--- config.mk ---
export PLATFORM = sky130hd
export DESIGN_NAME = wake_event_unit
export DESIGN_NICKNAME = d
export VERILOG_FILES = /design/src/rtl/wake_pkg.sv /design/src/rtl/wake_sync.sv /design/src/rtl/wake_detect.sv /design/src/rtl/wake_irq_merge.sv /design/src/rtl/wake_event_unit.sv
export SDC_FILE = /design/constraint.sdc
export NUM_CORES = 1
export LEC_CHECK = 0
export ABC_CLOCK_PERIOD_IN_PS = 5600
export BUFFER_PORTS_ARGS = -buffer_cell sky130_fd_sc_hd__buf_4
export CAP_MARGIN = 20
export CORE_ASPECT_RATIO = 1.5
export CORE_MARGIN = 8
export CORE_UTILIZATION = 40
export CTS_CLUSTER_DIAMETER = 200
export CTS_CLUSTER_SIZE = 14
export DETAILED_ROUTE_END_ITERATION = 7
export PLACE_DENSITY = 0.57
export SYNTH_ARGS = -nofsm -noshare
export SYNTH_HDL_FRONTEND = slang
export SYNTH_SLANG_ARGS = --single-unit
export TNS_END_PERCENT = 5
--- constraint.sdc ---
create_clock -name clk -period 5.6 [get_ports clk]
set_clock_uncertainty 0.15 [all_clocks]
set_input_delay 0.56 -clock clk [delete_from_list [all_inputs] [get_ports clk]]
set_output_delay 0.56 -clock clk [all_outputs]
set_load 0.01 [all_outputs]
--- src/rtl/wake_pkg.sv ---
package wake_pkg;
    localparam int GRP_BITS = 8;
    localparam int FLD_W    = 3;

    typedef enum logic [FLD_W-1:0] {
        FLD_MODE = 3'd0,
        FLD_POL  = 3'd1,
        FLD_ANY  = 3'd2,
        FLD_INEN = 3'd3,
        FLD_IEN  = 3'd4,
        FLD_PEND = 3'd5,
        FLD_CLR  = 3'd6,
        FLD_IMAP = 3'd7
    } field_e;
endpackage

--- src/rtl/wake_sync.sv ---
module wake_sync #(
    parameter int WIDTH = 8
) (
    input  logic             clk,
    input  logic             rst_n,
    input  logic [WIDTH-1:0] async_in,
    output logic [WIDTH-1:0] sync_out
);
    logic [WIDTH-1:0] stage1_q, stage2_q;
    logic [WIDTH-1:0] stage1_d, stage2_d;

    always_comb begin
        stage1_d = async_in;
        stage2_d = stage1_q;
    end

    always_ff @(posedge clk or negedge rst_n) begin
        if (!rst_n) begin
            stage1_q <= '0;
            stage2_q <= '0;
        end else begin
            stage1_q <= stage1_d;
            stage2_q <= stage2_d;
        end
    end

    assign sync_out = stage2_q;
endmodule

--- src/rtl/wake_detect.sv ---
module wake_detect
    import wake_pkg::*;
(
    input  logic                clk,
    input  logic                rst_n,
    input  logic [GRP_BITS-1:0] sync_in,
    input  logic [GRP_BITS-1:0] mode_lvl,
    input  logic [GRP_BITS-1:0] pol_inv,
    input  logic [GRP_BITS-1:0] any_edge,
    input  logic [GRP_BITS-1:0] in_en,
    output logic [GRP_BITS-1:0] hit
);
    logic [GRP_BITS-1:0] hist_q, hist_d;
    logic [GRP_BITS-1:0] gated, rise, fall, edge_hit, lvl_hit;

    always_comb begin
        gated    = sync_in & in_en;
        hist_d   = gated;
        rise     = gated & ~hist_q;
        fall     = ~gated & hist_q;
        edge_hit = (any_edge & (rise | fall))
                 | (~any_edge & ~pol_inv & rise)
                 | (~any_edge & pol_inv & fall);
        lvl_hit  = sync_in ^ pol_inv;
        hit      = in_en & ((mode_lvl & lvl_hit) | (~mode_lvl & edge_hit));
    end

    always_ff @(posedge clk or negedge rst_n) begin
        if (!rst_n) hist_q <= '0;
        else        hist_q <= hist_d;
    end
endmodule

--- src/rtl/wake_irq_merge.sv ---
module wake_irq_merge #(
    parameter int NUM_GROUPS = 4,
    parameter int NUM_IRQ    = 2
) (
    input  logic [NUM_GROUPS-1:0]              grp_req,
    input  logic [NUM_IRQ-1:0][NUM_GROUPS-1:0] grp_map,
    output logic [NUM_IRQ-1:0]                 irq
);
    for (genvar k = 0; k < NUM_IRQ; k++) begin : g_line
        assign irq[k] = |(grp_req & grp_map[k]);
    end
endmodule

--- src/rtl/wake_event_unit.sv ---
module wake_event_unit
    import wake_pkg::*;
#(
    parameter int NUM_GROUPS = 4,
    parameter int NUM_IRQ    = 2,
    localparam int GIDX_W    = (NUM_GROUPS > NUM_IRQ)
                               ? ((NUM_GROUPS > 1) ? $clog2(NUM_GROUPS) : 1)
                               : ((NUM_IRQ > 1) ? $clog2(NUM_IRQ) : 1),
    localparam int ADDR_W    = GIDX_W + FLD_W,
    localparam int LINES     = NUM_GROUPS * GRP_BITS
) (
    input  logic              clk,
    input  logic              rst_n,
    input  logic              reg_wr,
    input  logic [ADDR_W-1:0] reg_addr,
    input  logic [7:0]        reg_wdata,
    output logic [7:0]        reg_rdata,
    input  logic [LINES-1:0]  wake_in,
    output logic [NUM_IRQ-1:0] irq
);
    typedef logic [NUM_GROUPS-1:0][GRP_BITS-1:0] bank_t;

    typedef struct packed {
        bank_t mode;
        bank_t pol;
        bank_t anye;
        bank_t inen;
        bank_t ien;
        bank_t pend;
        logic [NUM_IRQ-1:0][NUM_GROUPS-1:0] imap;
    } regs_t;

    regs_t r_q, r_d;

    logic [GIDX_W-1:0] idx;
    field_e            fld;
    logic [LINES-1:0]  sync_lines;
    bank_t             hit, clr_mask;
    logic [NUM_GROUPS-1:0] grp_req;

    assign idx = reg_addr[ADDR_W-1:FLD_W];
    assign fld = field_e'(reg_addr[FLD_W-1:0]);

    wake_sync #(.WIDTH(LINES)) u_sync (
        .clk     (clk),
        .rst_n   (rst_n),
        .async_in(wake_in),
        .sync_out(sync_lines)
    );

    for (genvar g = 0; g < NUM_GROUPS; g++) begin : g_grp
        wake_detect u_det (
            .clk     (clk),
            .rst_n   (rst_n),
            .sync_in (sync_lines[g*GRP_BITS +: GRP_BITS]),
            .mode_lvl(r_q.mode[g]),
            .pol_inv (r_q.pol[g]),
            .any_edge(r_q.anye[g]),
            .in_en   (r_q.inen[g]),
            .hit     (hit[g])
        );
        assign grp_req[g] = |(r_q.pend[g] & r_q.ien[g]);
    end

    always_comb begin
        r_d = r_q;
        for (int g = 0; g < NUM_GROUPS; g++) begin
            clr_mask[g] = (reg_wr && idx == GIDX_W'(g) && fld == FLD_CLR)
                          ? reg_wdata : '0;
            if (reg_wr && idx == GIDX_W'(g)) begin
                case (fld)
                    FLD_MODE: r_d.mode[g] = reg_wdata;
                    FLD_POL:  r_d.pol[g]  = reg_wdata;
                    FLD_ANY:  r_d.anye[g] = reg_wdata;
                    FLD_INEN: r_d.inen[g] = reg_wdata;
                    FLD_IEN:  r_d.ien[g]  = reg_wdata;
                    default:  ;
                endcase
            end
            r_d.pend[g] = (r_q.pend[g] & ~clr_mask[g]) | hit[g];
        end
        for (int k = 0; k < NUM_IRQ; k++) begin
            if (reg_wr && idx == GIDX_W'(k) && fld == FLD_IMAP)
                r_d.imap[k] = reg_wdata[NUM_GROUPS-1:0];
        end
    end

    always_ff @(posedge clk or negedge rst_n) begin
        if (!rst_n) r_q <= '0;
        else        r_q <= r_d;
    end

    always_comb begin
        reg_rdata = '0;
        for (int g = 0; g < NUM_GROUPS; g++) begin
            if (idx == GIDX_W'(g)) begin
                case (fld)
                    FLD_MODE: reg_rdata = r_q.mode[g];
                    FLD_POL:  reg_rdata = r_q.pol[g];
                    FLD_ANY:  reg_rdata = r_q.anye[g];
                    FLD_INEN: reg_rdata = r_q.inen[g];
                    FLD_IEN:  reg_rdata = r_q.ien[g];
                    FLD_PEND: reg_rdata = r_q.pend[g];
                    default:  ;
                endcase
            end
        end
        for (int k = 0; k < NUM_IRQ; k++) begin
            if (idx == GIDX_W'(k) && fld == FLD_IMAP)
                reg_rdata = 8'(r_q.imap[k]);
        end
    end

    wake_irq_merge #(.NUM_GROUPS(NUM_GROUPS), .NUM_IRQ(NUM_IRQ)) u_merge (
        .grp_req(grp_req),
        .grp_map(r_q.imap),
        .irq    (irq)
    );

    logic [LINES-1:0] pend_flat, ien_flat, inen_flat, clr_flat, hit_flat;
    assign pend_flat = r_q.pend;
    assign ien_flat  = r_q.ien;
    assign inen_flat = r_q.inen;
    assign clr_flat  = clr_mask;
    assign hit_flat  = hit;
endmodule

==> summary.txt, run 1 <==
Placed design
  – DP HPWL: between 20000 and 30000 um
  – IO buf count: 57
  – Final Wtd Congestion: approximately 0.88
  – Post-place instance area: 15500 um2

Finish
  – Post-route cell area: 16400 um2
  – Nets: around 1400
  – Most common cell after layout, fill and taps aside: dfrtp_1
  – Commonest non-fill, non-tap cells in the layout: dfrtp_1, mux2_2, nand2_1
  – Area Growth Syn to Fin: 12.3%
  – Layout cell share with drive strength beyond 1: 25.9%
  – Fill count: 3385
  – Antenna diode count: 0

Floorplan
  – Die area: 43100 um2
  – Row count: 86
  – I/O pin cnt: 58
  – Core area: 36500 um2
  – DIE WIDTH: 172 um
  – Die height: 250 um
  – Initial Util: 40.1%

Drt
  – Final wirelength: 39100 um
  – Initial DRC Count: 836
  – Via count: 9854
  – Vias/cell: 5.51
  – Drt drc: 0
  – DR pass1 iterations: 6
  – Avg WL per Cell: around 22 um
  – Routed Antenna Nets: 0

Synth
  – Mean Syn Cell Area: 11.9 um2
  – Syn_nets: 1345
  – Syn Std Cell Area: about 15000 um2
  – Sequential area share after synthesis: 50.6%
  – Netlist cell types: 59
  – Prevailing post-synth register cell: dfrtp_1
  – Cell taking the most area after synthesis: dfrtp_1
  – EDFF count, synth: 0
  – Synth area leaders: dfrtp_1, mux2_2, ha_1, nand2_1, o21ai_0
  – Synth warn: 0
  – Mapped Cells: roughly 1200
  – Post-synth top area share: 50.6%
  – FF+latch count, synth: ~300
  – Ys async rst share: 100%

Timing
  – Setup TNS: 0 ps
  – Peak Freq: 0.253 GHz
  – Crit share post-route: roughly 71%
  – Final Max Tran Viols: 0
  – Min Clock Period, post-route: 3950 ps
  – Slew HR: 35.9%
  – Final Hold Viols: 0
  – Final setup viols: 0
  – RSZ-0062 raised after global routing: no
  – Worst Tran Pin Value: 962 ps

Worst setup path
  – CP cell instances: buf_4 -> buf_4 -> nor2b_1 -> a21oi_1 -> o221a_2 -> nor4_1 -> buf_4
  – WP buf/inv: 3
  – CP dominant cell by count: buf_4
  – Reg2reg setup slack: 3750 ps
  – CP max FO: around 60
  – Worst path slowest cell: buf_4
  – Crit-path max cell delay: 700 ps
  – Worst EP arrival: 3240 ps
  – CP top delay family: buffers and inverters
  – Required time of the critical path: 4890 ps
  – Crit start category: input pin
  – CP endpoint kind: output port
  – CP Class: input pin to output port

Global routing
  – Busiest metal layer after global routing: met2
  – Met3 usage: under 10%
  – Largest net degree at the start of global routing: 140
  – First-pass GRT wire length: ~62000 um
  – Antenna violations before repair: 0
  – Overall routing resource usage: a little under a fifth
  – Grt ovf: 0
  – Met2 Track Usage GR: 32.5%
  – Grt met1 use: between 20% and 30%
  – Number of global-route vias before repair: between 10000 and 15000

Power
  – Pwr dens: 347 nW/um2
  – Pleak: 0.00757 uW
  – Peak supply drop: 216 uV

Clocking
  – CTS Sinks: 296
  – Post_cts resized: 0
  – Hold buffers post-CTS: 33
  – Clk slew on worst S/H paths: 60 ps
  – CTS tree: built
  – Clock Tree Root: clkbuf_16
  – Worst-Skew Late Latency: between 500 and 600 ps
  – Post-CTS Setup Bufs: 0
  – Number of CTS-inserted buffers: 25
  – Clock Path Buffers: 3
  – H-tree Lvls: 1

Hold path
  – Worst min path class: flop to flop

Job
  – Max_cap viols: 0

Run status
  – Status: finished, final reports clean
-- power by group --
group | switching, uW | total, uW | internal, uW
clock | 752 | 1540 | 791
combinational | 559 | 1190 | 631
sequential | 439 | 2980 | 2540
-- cells in the mapped netlist, drive strengths merged, types with 2 or more instances --
library cell  instances
ha                   64
a221oi                7
nor2                 27
buf                  30
a211oi                5
nor3b                 5
clkbuf               20
mux2                225
nand2               160
nor3                  7
nand2b                5
and2                  3
o211ai                3
nor2b                12
nand4                 6
a31oi                 2
a22o                 35
o21ai                82
mux4                  7
mux2i                30
xor2                 32
o221ai                6
a311oi                2
nand3                10
a221o                 5
a222oi                2
a21oi                21
a22oi                37
dfrtp               296
inv                  68
o22ai                 3
-- final timing paths --
check                                      end                from  cells after the start
setup / recovery                  reg_rdata[6]         reg_addr[0]                      7
setup reg to reg                 pend_flat[21]       inen_flat[21]                      7
min in group asynchronous  u_sync.stage1_q[11]               rst_n                      2
hold / removal              u_sync.sync_out[9]  u_sync.stage1_q[9]                      0
hold reg to reg             u_sync.sync_out[9]  u_sync.stage1_q[9]                      0
max in group asynchronous  u_sync.stage1_q[26]               rst_n                      3
-- cells by family after synthesis --
| logic type | synth area share [%] |
|---|---|
| AOI/OAI and AO/OA | 10.2 |
| xor gates and xnor gates | 1.91 |
| adders and majority gates | 5.47 |
| buffers and inverters | 3.56 |
| DFF | 50.6 |
| muxes | 20.4 |
| and+or+nand+nor | 7.81 |
-- registers in the layout (all words and copies together), names as in the netlist --
name and cells:
r_q 104, u_sync.sync_out 32, ien_flat 32, inen_flat 32
u_sync.stage1_q 32, pend_flat 32, g_grp.u_det.hist_q 32
-- worst reg2reg max path: stages (launching register included) --
cell     delay, ps
dfrtp_1        440
nand2_1        120
inv_1           70
ha_1           190
mux2_2         250
o21ai_0        160
o21ai_0        120
a22o_1         240
-- layer usage --
layer / routed length (um) / vias to the layer above
met5: 0 / -
met4: 1130 / 0
met3: 1810 / 73
met2: 20100 / 263
met1: 16000 / 5025
li1: - / 4493
-- per-stage QoR --
| step | utilization, % | cells | hold slack (ps) | total power, uW | worst slack, ps |
|---|---|---|---|---|---|
| after detailed placement | 42.4 | 1729 | 186 | 4180 | 1680 |
| after CTS | 45.1 | 1788 | 201 | 5770 | 1690 |
| after global routing | 45.1 | 1788 | 205 | 6020 | 1520 |
| final | 45.1 | 1788 | 196 | 5710 | 1650 |
| after global placement | 42.4 | 1729 | 182 | 4160 | 1710 |
| after floorplan | - | 1233 | 114 | 3680 | 2870 |
-- final cells by class --
| class | count | area, um2 | area share (%) |
|---|---|---|---|
| clock inverters | 1 | 16.3 | 0.0989 |
| inverters | 68 | 255 | 1.55 |
| clock buffers | 25 | 626 | 3.81 |
| flip-flops and latches | 296 | 7410 | 45.1 |
| multi-input cells | 819 | 6720 | 40.8 |
| repair buffers | 95 | 816 | 4.96 |
| well taps | 484 | 606 | 3.68 |
Note: power is estimated with default switching activity, not from simulation.
==> run 2: changes to the inputs <==
--- a/config.mk
+++ b/config.mk
@@ -5,7 +5,7 @@
 export SDC_FILE = /design/constraint.sdc
 export NUM_CORES = 1
 export LEC_CHECK = 0
-export ABC_CLOCK_PERIOD_IN_PS = 5600
+export ABC_CLOCK_PERIOD_IN_PS = 3500
 export BUFFER_PORTS_ARGS = -buffer_cell sky130_fd_sc_hd__buf_4
 export CAP_MARGIN = 20
 export CORE_ASPECT_RATIO = 1.5
@@ -14,7 +14,7 @@
 export CTS_CLUSTER_DIAMETER = 200
 export CTS_CLUSTER_SIZE = 14
 export DETAILED_ROUTE_END_ITERATION = 7
-export PLACE_DENSITY = 0.57
+export PLACE_DENSITY = 0.59
 export SYNTH_ARGS = -nofsm -noshare
 export SYNTH_HDL_FRONTEND = slang
 export SYNTH_SLANG_ARGS = --single-unit
==> constraint.sdc (replaced) <==
create_clock -name clk -period 3.5 [get_ports clk]
set_clock_uncertainty 0.15 [all_clocks]
set_input_delay 0.35 -clock clk [delete_from_list [all_inputs] [get_ports clk]]
set_output_delay 0.35 -clock clk [all_outputs]
set_load 0.01 [all_outputs]
==> run 2 against run 1 <==
Compared with the run above: sequential power rose by 60%; sequential share of layout area fell by 0.56 points; via count is 0.43% higher; setup slack got worse by 1300 ps; register-to-register slack lost 2100 ps; largest power group unchanged.
==> summary.txt, run 2 (synthesized netlist as in run 1, its figures left out) <==
Timing
  – Crit share post-route: 89.7%
  – Min Clock Period, post-route: 3140 ps
  – Peak Freq: 0.319 GHz
  – Final Max Tran Viols: 0 (unchanged)
  – Final Hold Viols: 0 (unchanged)
  – Slew HR: 47.9% (+12 points)
  – Setup TNS: 0 ps (unchanged)
  – RSZ-0062 raised after global routing: no
  – Worst Tran Pin Value: 781 ps (-181 ps)
  – Hold Slack: 102 ps (-94.3 ps)
  – Final setup viols: 0 (unchanged)

Floorplan
  – I/O pin cnt: 58 (unchanged)
  – Initial Util: 40.1% (unchanged)
  – Core area: 36500 um2 (unchanged)
  – DIE WIDTH: 172 um (unchanged)
  – Row count: 86 (unchanged)
  – Die area: 43100 um2 (unchanged)
  – Die height: 250 um (unchanged)

Clocking
  – Number of CTS-inserted buffers: 25 (unchanged)
  – Hold buffers post-CTS: 33 (unchanged)
  – CTS Sinks: 296 (unchanged)
  – Post-CTS Setup Bufs: 0 (unchanged)
  – Clock Tree Root: clkbuf_16
  – H-tree Lvls: 1 (unchanged)
  – Clk slew on worst S/H paths: 70 ps (about the same)
  – Clock Path Buffers: 3 (unchanged)
  – Worst-Skew Late Latency: 540 ps (about the same)
  – Post_cts resized: 0 (unchanged)
  – CTS tree: built

Finish
  – Post-route insts no fill: 1811 (+1.3%)
  – Area Growth Syn to Fin: 13.7%
  – Nets: 1439 (+1.6%)
  – Max reg flops: 104 (unchanged)
  – Multi-input gate area: 6720 um2 (unchanged)
  – Most common cell after layout, fill and taps aside: dfrtp_1
  – Fill count: 3359 (-0.77%)
  – Layout cell share with drive strength beyond 1: 27.1% (+1.2 points)
  – Reg with most FFs: r_q
  – Commonest non-fill, non-tap cells in the layout: dfrtp_1, mux2_2, nand2_1
  – Fin util: 45.6% (+0.56 points)
  – Sequential cell area: 7410 um2 (unchanged)

Placed design
  – IO buf count: 57 (unchanged)
  – DP HPWL: 26800 um (about the same)
  – Final Wtd Congestion: 0.922 (+5.2%)
  – Placed insts: 1751 (+1.3%)

Hold path
  – Worst min path class: input pin to flop

Drt
  – Final wirelength: 38400 um (-1.9%)
  – Via count: 9896 (+0.43%)
  – DR pass1 iterations: 5 (-1)
  – Vias/cell: 5.46 (-0.85%)
  – Drt drc: 0 (unchanged)
  – Avg WL per Cell: 21.2 um (-3.2%)
  – Routed Antenna Nets: 0 (unchanged)
  – Initial DRC Count: 761 (-9.0%)

Global routing
  – Number of global-route vias before repair: 10500 (+2.1%)
  – Overall routing resource usage: 18.2% (-0.29 points)
  – Grt ovf: 0 (unchanged)
  – Antenna violations before repair: 1 (+1)
  – Largest net degree at the start of global routing: 92 (-34%)
  – First-pass GRT wire length: 60900 um (-1.7%)

Worst setup path
  – CP endpoint: reg_rdata[2]
  – Reg2reg setup slack: 1690 ps (-2060 ps)
  – Worst EP arrival: 2640 ps (-600 ps)
  – CP max FO: 4 (-93%)
  – Stages on worst setup path: 6 (-1)
  – Required time of the critical path: 3000 ps (-1890 ps)
  – Reg-to-Reg Start: inen_flat[11]
  – Crit-path max cell delay: 510 ps (-190 ps)
  – Crit start category: flop
  – WP buf/inv: 1 (-2)
  – CP top delay family: compound AO/OA/AOI/OAI gates
  – CP cell instances: mux2i_1 -> mux4_2 -> a221oi_2 -> a2111oi_0 -> a311oi_1 -> buf_4
  – CP Class: flop to output port
  – CP endpoint kind: output port
  – Worst path slowest cell: mux4_2
  – R2R Path End: pend_flat[11]
  – CP startpoint: r_q[146]
  – Worst R2R Path Depth: 7 (unchanged)

Power
  – Pleak: 0.00770 uW (+1.6%)
  – Sw Pwr: 2780 uW (+59%)
  – Pwr dens: 549 nW/um2 (+58%)
  – Final Power: 9130 uW (+60%)
  – Seq pwr share: 52.1% (about the same)
  – Comb pwr share: 20.8% (about the same)
  – Int Power: 6350 uW (+60%)
  – Clk network pwr share: 27.1% (about the same)
  – Sw Ratio: 30.4% (-0.20 points)
  – Peak supply drop: 364 uV (+68%)

Run status
  – Status: finished, final reports clean

Job
  – Max_cap viols: 0 (unchanged)
==> run 2: cell types whose count changed in the layout (fill, tap and decap cells not counted), sizes merged <==
cell,before,now
buf,62,84
diode,0,1
==> run 2: layer usage <==
metal	vias to the layer above	global-route usage, %	share of wire [%]
met2	247	31.4	50
met3	76	2.49	4.4
met1	5023	22.3	41
met5	-	0	0
met4	0	7.66	4.0
li1	4550	-	-
==> run 2: power by group through the flow <==
stage | sequential [uW] | clock, uW | combinational [uW]
6_report | 4760 | 2480 | 1900
2_1_floorplan | 4520 | 0 | 1370
3_5_place_dp | 4810 | 0 | 1870
3_3_place_gp | 4810 | 0 | 1820
5_1_grt | 4840 | 2680 | 2120
4_1_cts | 4750 | 2570 | 1920
==> run 2: stage by stage <==
stage / setup WS [ps] / instance area [um2]
2_1_floorplan: 1190 / 14600
3_3_place_gp: 531 / 15700
3_5_place_dp: 506 / 15700
4_1_cts: 349 / 16600
5_1_grt: 202 / 16600
6_report: 361 / 16600
==> run 2: worst min-delay path, cell delays in order <==
cell     delay, ps
buf_4          210
nand2_1         90
a22o_1         110
==> run 2: cell type report <==
| type | instances | area share, % |
|---|---|---|
| clock buffer | 25 | 3.76 |
| inverter | 68 | 1.53 |
| timing repair buffer | 117 | 6.12 |
| multi-input combinational | 819 | 40.3 |
| clock inverter | 1 | 0.0977 |
| sequential | 296 | 44.5 |
| tap | 484 | 3.64 |
| antenna | 1 | 0.0150 |
==> run 2: worst min path at each step <==
stage | from | to | slack [ps] | depth (start not counted)
after floorplan | rst_n | g_grp[0].u_det.hist_q[0] | -100 | 0
after global placement | u_sync.stage1_q[29] | u_sync.sync_out[29] | 180 | 0
after detailed placement | u_sync.stage1_q[12] | u_sync.sync_out[12] | 180 | 0
after CTS | reg_wdata[2] | pend_flat[18] | 80 | 3
after global routing | reg_wdata[2] | pend_flat[18] | 120 | 3
final | reg_wdata[2] | pend_flat[18] | 100 | 3
